## config.mk

```make
export PLATFORM = sky130hd
export DESIGN_NAME = fwd_select
export DESIGN_NICKNAME = d
export VERILOG_FILES = /design/src/rtl/fwd_pkg.sv /design/src/rtl/fwd_pick.sv /design/src/rtl/fwd_select.sv
export SDC_FILE = /design/constraint.sdc
export NUM_CORES = 1
export LEC_CHECK = 0
export ABC_AREA = 1
export BUFFER_PORTS_ARGS = -buffer_cell sky130_fd_sc_hd__buf_2
export CAP_MARGIN = 20
export CORE_AREA = 2 2 69 71
export DETAILED_ROUTE_END_ITERATION = 8
export DIE_AREA = 0 0 71 73
export GPL_ROUTABILITY_DRIVEN = 0
export GPL_TIMING_DRIVEN = 0
export PLACE_DENSITY = 0.49
export RECOVER_POWER = 50
export SYNTH_ARGS = -nofsm -noshare
export SYNTH_HDL_FRONTEND = slang
export SYNTH_SLANG_ARGS = --single-unit
```

## constraint.sdc

```tcl
create_clock -name vclk -period 1.3
set_input_delay 0.26 -clock vclk [all_inputs]
set_output_delay 0.26 -clock vclk [all_outputs]
set_load 0.1 [all_outputs]
```

## src/rtl/fwd_pkg.sv

```systemverilog
package fwd_pkg;
  // Select code values shared by ID and EX operand muxes
  typedef enum logic [1:0] {
    SRC_BASE = 2'd0,
    SRC_MR   = 2'd1,
    SRC_WB   = 2'd2,
    SRC_FW   = 2'd3
  } src_sel_e;

  localparam int unsigned ID_NPROD = 3;  // MR, WB, FW
  localparam int unsigned EX_NPROD = 2;  // MR, WB
  localparam int unsigned SEL_W    = 2;
endpackage

```

## src/rtl/fwd_pick.sv

```systemverilog
module fwd_pick #(
  parameter int unsigned REG_W = 5,
  parameter int unsigned NPROD = 3,
  parameter int unsigned SEL_W = 2
) (
  input  logic [REG_W-1:0]       src,
  input  logic [NPROD*REG_W-1:0] dst,
  input  logic [NPROD-1:0]       we,
  input  logic [NPROD-1:0]       rdy,
  output logic [SEL_W-1:0]       sel,
  output logic                   pend
);
  logic [NPROD-1:0] hit;
  logic             src_live;

  assign src_live = (src != '0);

  generate
    for (genvar g = 0; g < NPROD; g++) begin : g_cmp
      assign hit[g] = src_live && we[g] && (dst[g*REG_W +: REG_W] == src);
    end
  endgenerate

  // Index 0 is the youngest producer; scanning downward leaves it the winner
  always_comb begin
    sel  = '0;
    pend = 1'b0;
    for (int k = NPROD - 1; k >= 0; k--) begin
      if (hit[k]) begin
        sel  = SEL_W'(k + 1);
        pend = !rdy[k];
      end
    end
  end

  always_comb begin
    if (!src_live) begin
      assert_zero_reg_idle_R6: assert (sel == '0 && !pend)
        else $error("register 0 produced a bypass select");
    end
    if (pend) begin
      assert_pend_has_sel_R7: assert (sel != '0)
        else $error("pending without a selected producer");
    end
    for (int k = 0; k < NPROD; k++) begin
      if (sel == SEL_W'(k + 1)) begin
        assert_sel_is_enabled_R3: assert (we[k] && dst[k*REG_W +: REG_W] == src)
          else $error("select points at a non-matching producer");
      end
    end
  end
endmodule

```

## src/rtl/fwd_select.sv

```systemverilog
module fwd_select
  import fwd_pkg::*;
#(
  parameter int unsigned REG_W   = 5,
  parameter int unsigned NUM_OPS = 2
) (
  input  logic [NUM_OPS*REG_W-1:0] id_src,
  input  logic [NUM_OPS*REG_W-1:0] ex_src,
  input  logic [REG_W-1:0]         mr_dst,
  input  logic                     mr_we,
  input  logic                     mr_rdy,
  input  logic [REG_W-1:0]         wb_dst,
  input  logic                     wb_we,
  input  logic                     wb_rdy,
  input  logic [REG_W-1:0]         fw_dst,
  input  logic                     fw_we,
  output logic [NUM_OPS*SEL_W-1:0] id_sel,
  output logic [NUM_OPS*SEL_W-1:0] ex_sel,
  output logic                     stall_id,
  output logic                     stall_ex
);
  // Producer vectors, youngest at index 0
  logic [ID_NPROD*REG_W-1:0] id_dst_v;
  logic [ID_NPROD-1:0]       id_we_v;
  logic [ID_NPROD-1:0]       id_rdy_v;
  logic [EX_NPROD*REG_W-1:0] ex_dst_v;
  logic [EX_NPROD-1:0]       ex_we_v;
  logic [EX_NPROD-1:0]       ex_rdy_v;
  logic [NUM_OPS-1:0]        id_pend;
  logic [NUM_OPS-1:0]        ex_pend;

  assign id_dst_v = {fw_dst, wb_dst, mr_dst};
  assign id_we_v  = {fw_we, wb_we, mr_we};
  assign id_rdy_v = {1'b1, wb_rdy, mr_rdy};   // FW result always present
  assign ex_dst_v = {wb_dst, mr_dst};
  assign ex_we_v  = {wb_we, mr_we};
  assign ex_rdy_v = {wb_rdy, mr_rdy};

  generate
    for (genvar op = 0; op < NUM_OPS; op++) begin : g_op
      fwd_pick #(.REG_W(REG_W), .NPROD(ID_NPROD), .SEL_W(SEL_W)) u_id (
        .src  (id_src[op*REG_W +: REG_W]),
        .dst  (id_dst_v),
        .we   (id_we_v),
        .rdy  (id_rdy_v),
        .sel  (id_sel[op*SEL_W +: SEL_W]),
        .pend (id_pend[op])
      );
      fwd_pick #(.REG_W(REG_W), .NPROD(EX_NPROD), .SEL_W(SEL_W)) u_ex (
        .src  (ex_src[op*REG_W +: REG_W]),
        .dst  (ex_dst_v),
        .we   (ex_we_v),
        .rdy  (ex_rdy_v),
        .sel  (ex_sel[op*SEL_W +: SEL_W]),
        .pend (ex_pend[op])
      );

      always_comb begin
        assert_ex_no_fw_code_R2: assert (ex_sel[op*SEL_W +: SEL_W] != SRC_FW)
          else $error("EX operand selected the FW path");
        if (id_sel[op*SEL_W +: SEL_W] == SRC_FW) begin
          assert_fw_never_pends_R10: assert (!id_pend[op])
            else $error("FW selection raised a pending flag");
        end
      end
    end
  endgenerate

  assign stall_id = |id_pend;
  assign stall_ex = |ex_pend;

  always_comb begin
    if (stall_id) begin
      assert_stall_id_has_src_R7: assert (id_sel != '0)
        else $error("ID stall with no bypass selected");
    end
    if (stall_ex) begin
      assert_stall_ex_has_src_R8: assert (ex_sel != '0)
        else $error("EX stall with no bypass selected");
    end
  end
endmodule

```

==> results_dict.tcl, run 1 <==
set metrics [dict create \
    setup_viol 10 \
    synth_top_family_by_area "simple AND/OR/NAND/NOR gates" \
    syn_nets 304 \
    cp.required_ns 1.04 \
    timing.final.crit_share_pct 117 \
    static-leakage-power_nw 1.20 \
    die_x_um 71 \
    cp_slowest_cell "buf_12" \
    crit_path_start_kind "input pin" \
    cp_num_buf_inv 3 \
    synth_cells 264 \
    fin_area_um2 2380 \
    total_power_mw 0.757 \
    layout_setup_ws_ns -0.225 \
    vias 1678 \
    area_growth_pct 121 \
    antenna_left 0 \
    drc 0 \
    worstHoldPathCells 5 \
    layout.area.seq_um2 0 \
    crit_path_cell_trace "buf_8, inv_6, nand2_1, nand2_1, nor2_1, nand2_1, nor2_2, nand2_4, nand2_2, nand2_2, nand2_4, buf_12" \
    antenna_found_initial 0 \
    crit_top_cell "nand2_1" \
    grt_overflow 0 \
    power_density_nw_per_um2 318 \
    hold_path.class "input pin to output port" \
    dp_hpwl_um 3330 \
    synth_cell_types 17 \
    hold_buffers 0 \
    drt-pass1-iter-count 4 \
    slew-limit-headroom_pct 86.3 \
    rows 25 \
    io_pins 50 \
    yosysMostFrequentCell "nand2_1" \
    syn_area_um2 1080 \
    tightest_slew_ns 0.205 \
    wl_per_cell_um 10.9 \
    report.final.hold_viol_count 0 \
    ys_seq_area_share_pct 0 \
    ys_warn_count 0 \
    wirelength_um 4080 \
    yosys-top-cells-count "nand2_1 (149), nor2_1 (35), inv_1 (27), inv_2 (18)" \
    drt-initial-drc-count 53 \
    synthSimpleGateAreaFrac_pct 76.0 \
    grt_max_degree 8 \
    rsz0062_at_grt "true" \
    slew_violations 0 \
    hold_path_end "stall_id" \
    synth_xor_area_share_pct 3.25 \
    die-height_um 73 \
    synth_top_area_cell "nand2_1" \
    finish.utilization_pct 52.4 \
    final_net_count 362 \
    place_inst 368 \
    synth_compound_area_share_pct 5.11 \
    synthAdderAreaFrac_pct 0 \
    fmax_mhz 656 \
    die_area_um2 5180 \
    failed_checks "setup timing" \
    clock_buffers 0 \
    io_buffers 50 \
    grt_usage_pct 15.8 \
    design.seq.count 0 \
    drive_above_1_share_pct 55.9 \
    grt_pass1_vias 1599 \
    synth_area_leaders "nand2_1 (52%), nor2_1 (12%), inv_1 (9.4%)" \
    vdd_ir_drop_max_v 0.000137 \
    start_util_pct 23.8 \
    final_cells 374 \
    core_area_um2 4540 \
    worst-path-max-fanout 4 \
    synth_top_area_share_pct 51.9 \
    path_depth 12 \
    status "complete, but fails checks" \
    avgSynthCellArea_um2 4.08 \
    critPathTopFamily "simple AND/OR/NAND/NOR gates" \
    max-cap-violations 0 \
    critPathKind "input pin to output port" \
    period_needed_ns 1.52 \
    cp_data_arrival_time_ns 1.26 \
    worstSetupEndpointType "output port" \
    min_from "wb_rdy" \
    dpl_cell_area_um2 1530 \
    antenna_cells 0 \
    critPathMaxStageDelay_ns 0.16 \
    synthMuxAreaShare_pct 0 \
    viasPerCell 4.49 \
    grt_pass1_wl_um 6860 \
]
-- how the worst max path moves through the flow --
stage,end,from,slack [ns]
floorplan,ex_sel[1],mr_dst[0],-0.1
global placement,stall_ex,wb_dst[4],-0.65
detailed placement,stall_ex,wb_dst[4],-0.63
CTS,stall_id,id_src[7],-0.29
global route,stall_ex,ex_src[5],-0.31
finish,stall_id,id_src[7],-0.22
-- tightest hold or removal path: cells and delay by family --
kind / cells / cell delay, ns
simple gates: 2 / 0.14
buf+inv: 3 / 0.30
-- through the flow --
stage | setup TNS (ns) | setup slack, ns | hold WS, ns
6_report | -1.67 | -0.225 | 0.962
5_1_grt | -2.29 | -0.308 | 0.985
4_1_cts | -1.59 | -0.293 | 0.951
3_5_place_dp | -4.62 | -0.635 | 1.06
3_3_place_gp | -4.60 | -0.648 | 1.06
2_1_floorplan | -0.445 | -0.0958 | 0.791
-- kinds of logic (layout without fill, tap and decap cells) --
logic type | after synthesis | after routing
AOI/OAI and AO/OA | 10 | 10
buffers and inverters | 45 | 101
xor gates and xnor gates | 4 | 4
and+or+nand+nor | 205 | 205
-- timing repair --
| item | CTS | global route |
|---|---|---|
| buffers inserted | 0 | 6 |
| resized for setup | 151 | 96 |
| setup endpoints to repair | 10 | 10 |
| pin swaps | 40 | 43 |
-- routing by layer --
metal	up-vias	routed length, um	global-route usage, %
met5	-	0	0
met4	0	29	1.47
met3	2	127	0.414
met2	30	2080	29.0
met1	728	1840	21.3
li1	918	-	-
-- layout by cell type (no fill, tap or decap), drive strengths merged --
| master | netlist | final |
|---|---|---|
| buf | 0 | 56 |
| nand4 | 4 | 4 |
| nand3 | 7 | 7 |
| and2 | 1 | 1 |
| o22ai | 1 | 1 |
| a21oi | 3 | 3 |
| o2111ai | 1 | 1 |
| xor2 | 3 | 3 |
| inv | 45 | 39 |
| clkinv | 0 | 2 |
| o21ai | 5 | 5 |
| nand2 | 152 | 152 |
| nor2 | 41 | 41 |
| clkinvlp | 0 | 4 |
| xnor2 | 1 | 1 |
-- report_power, final --
| part | total [mW] | internal [mW] | switching (mW) |
|---|---|---|---|
| Clock | 0 | 0 | 0 |
| Combinational | 0.757 | 0.343 | 0.414 |
| Sequential | 0 | 0 | 0 |
| Total | 0.757 | 0.343 | 0.414 |
-- area by class of cell --
type	instances	area, um^2
Inverter	45	314
Timing Repair Buffer	56	785
Multi-Input combinational cell	219	1210
Tap cell	54	67.6
Fill cell	455	2160
Power figures use the tool's default switching activity.
==> run 2: changes to the inputs <==
--- a/config.mk
+++ b/config.mk
@@ -5,15 +5,14 @@
 export SDC_FILE = /design/constraint.sdc
 export NUM_CORES = 1
 export LEC_CHECK = 0
-export ABC_AREA = 1
 export BUFFER_PORTS_ARGS = -buffer_cell sky130_fd_sc_hd__buf_2
 export CAP_MARGIN = 20
-export CORE_AREA = 2 2 69 71
+export CORE_AREA = 4 4 62 64
 export DETAILED_ROUTE_END_ITERATION = 8
-export DIE_AREA = 0 0 71 73
+export DIE_AREA = 0 0 66 68
 export GPL_ROUTABILITY_DRIVEN = 0
 export GPL_TIMING_DRIVEN = 0
-export PLACE_DENSITY = 0.49
+export PLACE_DENSITY = 0.53
 export RECOVER_POWER = 50
 export SYNTH_ARGS = -nofsm -noshare
 export SYNTH_HDL_FRONTEND = slang
==> results_dict.tcl, run 2 <==
set metrics [dict create \
    rows 21 \
    final_cells 206 \
    slew_violations 0 \
    startpoint "id_src[6]" \
    die_area_um2 4490 \
    critPathMaxStageDelay_ns 0.54 \
    crit_path_start_kind "input pin" \
    crit_path_cell_trace "buf_8, or4_4, nor2_4, or3_1, a22oi_2, o22ai_4, buf_12" \
    area_growth_pct 124 \
    final_cell_mix "xnor2_1 (30), buf_6 (18), buf_2 (17), buf_12 (10)" \
    io_pins 50 \
    worst-path-max-fanout 4 \
    grt_overflow 0 \
    cp.required_ns 1.04 \
    min_from "mr_rdy" \
    dp_hpwl_um 2560 \
    io_buffers 46 \
    hold_buffers 0 \
    period_needed_ns 1.97 \
    antenna_found_initial 0 \
    synth_top_area_cell "xnor2_1" \
    viasPerCell 4.72 \
    clock_buffers 0 \
    drt-initial-drc-count 40 \
    cp_slowest_cell "or4_4" \
    total_power_mw 0.610 \
    finish.utilization_pct 55.3 \
    report.final.hold_viol_count 0 \
    yosysMostFrequentCell "xnor2_1" \
    critPathKind "input pin to output port" \
    fin_area_um2 1820 \
    synth_area_leaders "xnor2_1 (37%), xor2_1 (17%), a2111oi_4 (6.8%)" \
    design.seq.count 0 \
    vias 972 \
    wl_per_cell_um 16.2 \
    worstSetupEndpointType "output port" \
    layout.area.seq_um2 0 \
    drc 0 \
    die-height_um 68 \
    avgSynthCellArea_um2 7.78 \
    cp_num_buf_inv 2 \
    syn_area_um2 810 \
    synth_cell_types 22 \
    final_common_cell "xnor2_1" \
    synth_cells 104 \
    endpoint "stall_id" \
    static-leakage-power_nw 0.627 \
    grt_pass1_vias 1000 \
    hold_path.class "input pin to output port" \
    grt_usage_pct 14.0 \
    cp_data_arrival_time_ns 1.71 \
    ys_warn_count 0 \
    power_density_nw_per_um2 336 \
    synth_top_area_share_pct 36.8 \
    drive_above_1_share_pct 65.6 \
    max-cap-violations 0 \
    die_x_um 66 \
    start_util_pct 24.6 \
    rsz0062_at_grt "true" \
    dpl_cell_area_um2 1260 \
    layout_setup_ws_ns -0.669 \
    status "complete, but fails checks" \
    slew-limit-headroom_pct 75.9 \
    core_area_um2 3280 \
    timing.final.crit_share_pct 151 \
    vdd_ir_drop_max_v 0.000124 \
    fmax_mhz 508 \
    path_depth 7 \
    drt-pass1-iter-count 3 \
    place_inst 196 \
    yosys-top-cells-count "xnor2_1 (34), xor2_1 (16), nand4_1 (8), nor2_1 (7)" \
    critPathTopFamily "simple AND/OR/NAND/NOR gates" \
    antenna_left 0 \
    tightest_slew_ns 0.362 \
    fin_hold_ws_ns 0.896 \
    final_net_count 202 \
    ys_seq_area_share_pct 0 \
    wirelength_um 3340 \
    grt_pass1_wl_um 4890 \
    syn_nets 144 \
    grt_max_degree 5 \
    failed_checks "setup timing" \
    antenna_cells 0 \
    setup_viol 10 \
]
## run 2: changes by cell type after synthesis, sizes merged, moves of 3 or more
cell	previous run	this run
nand2	152	4
or4	0	4
nand4	4	8
nor4	0	6
inv	45	2
o21ai	5	0
nor2	41	11
xor2	3	16
nand3	7	0
a21oi	3	0
xnor2	1	34
clkbuf	0	3
## run 2: layer usage
layer	vias to the layer above	share of wire (%)	GRT usage (%)
met3	0	4.7	0.821
met2	32	56	28.2
met1	470	39	16.5
met5	-	0	0
li1	470	-	-
met4	0	0	1.78
## run 2: area by class of cell
cell class | count | area [um^2]
Buffer | 4 | 51.3
Fill cell | 282 | 1470
Inverter | 2 | 7.51
Multi-Input combinational cell | 98 | 1100
Tap cell | 46 | 57.6
Timing Repair Buffer | 56 | 597
## run 2: what timing repair did
action	in CTS	in global routing
endpoints found under the hold margin	0	0
pin swaps	19	21
resized for setup	70	44
endpoints found under the setup margin	10	10
setup buffers	5	5
## run 2: cells by family (layout without fill, tap and decap cells)
logic type	count (synthesis)	in the layout	share of synthesized area [%]
xor gates and xnor gates	50	50	54.1
and+or+nand+nor	41	41	31.8
AOI/OAI and AO/OA	7	7	11.1
buffers and inverters	6	62	2.94
## run 2: how the worst min path moves through the flow
stage	endpoint	slack (ns)	cells after the start
2_1_floorplan	stall_ex	0.71	1
3_3_place_gp	stall_id	1.00	3
3_5_place_dp	stall_ex	1.01	3
4_1_cts	stall_id	0.90	3
5_1_grt	stall_id	0.91	3
6_report	stall_ex	0.90	3
## run 2: where the power goes
group          leakage [nW]  total [mW]  internal (mW)  switching [mW]
registers                 0           0              0               0
clock network             0           0              0               0
logic                 0.627       0.610          0.292           0.318
total                 0.627       0.610          0.292           0.318
## run 2: per-stage QoR
stage	setup WS (ns)	TNS, ns
finish	-0.669	-5.42
detailed placement	-0.938	-7.24
global placement	-0.941	-7.11
floorplan	-1.55	-5.90
CTS	-0.666	-5.24
global route	-0.702	-5.83
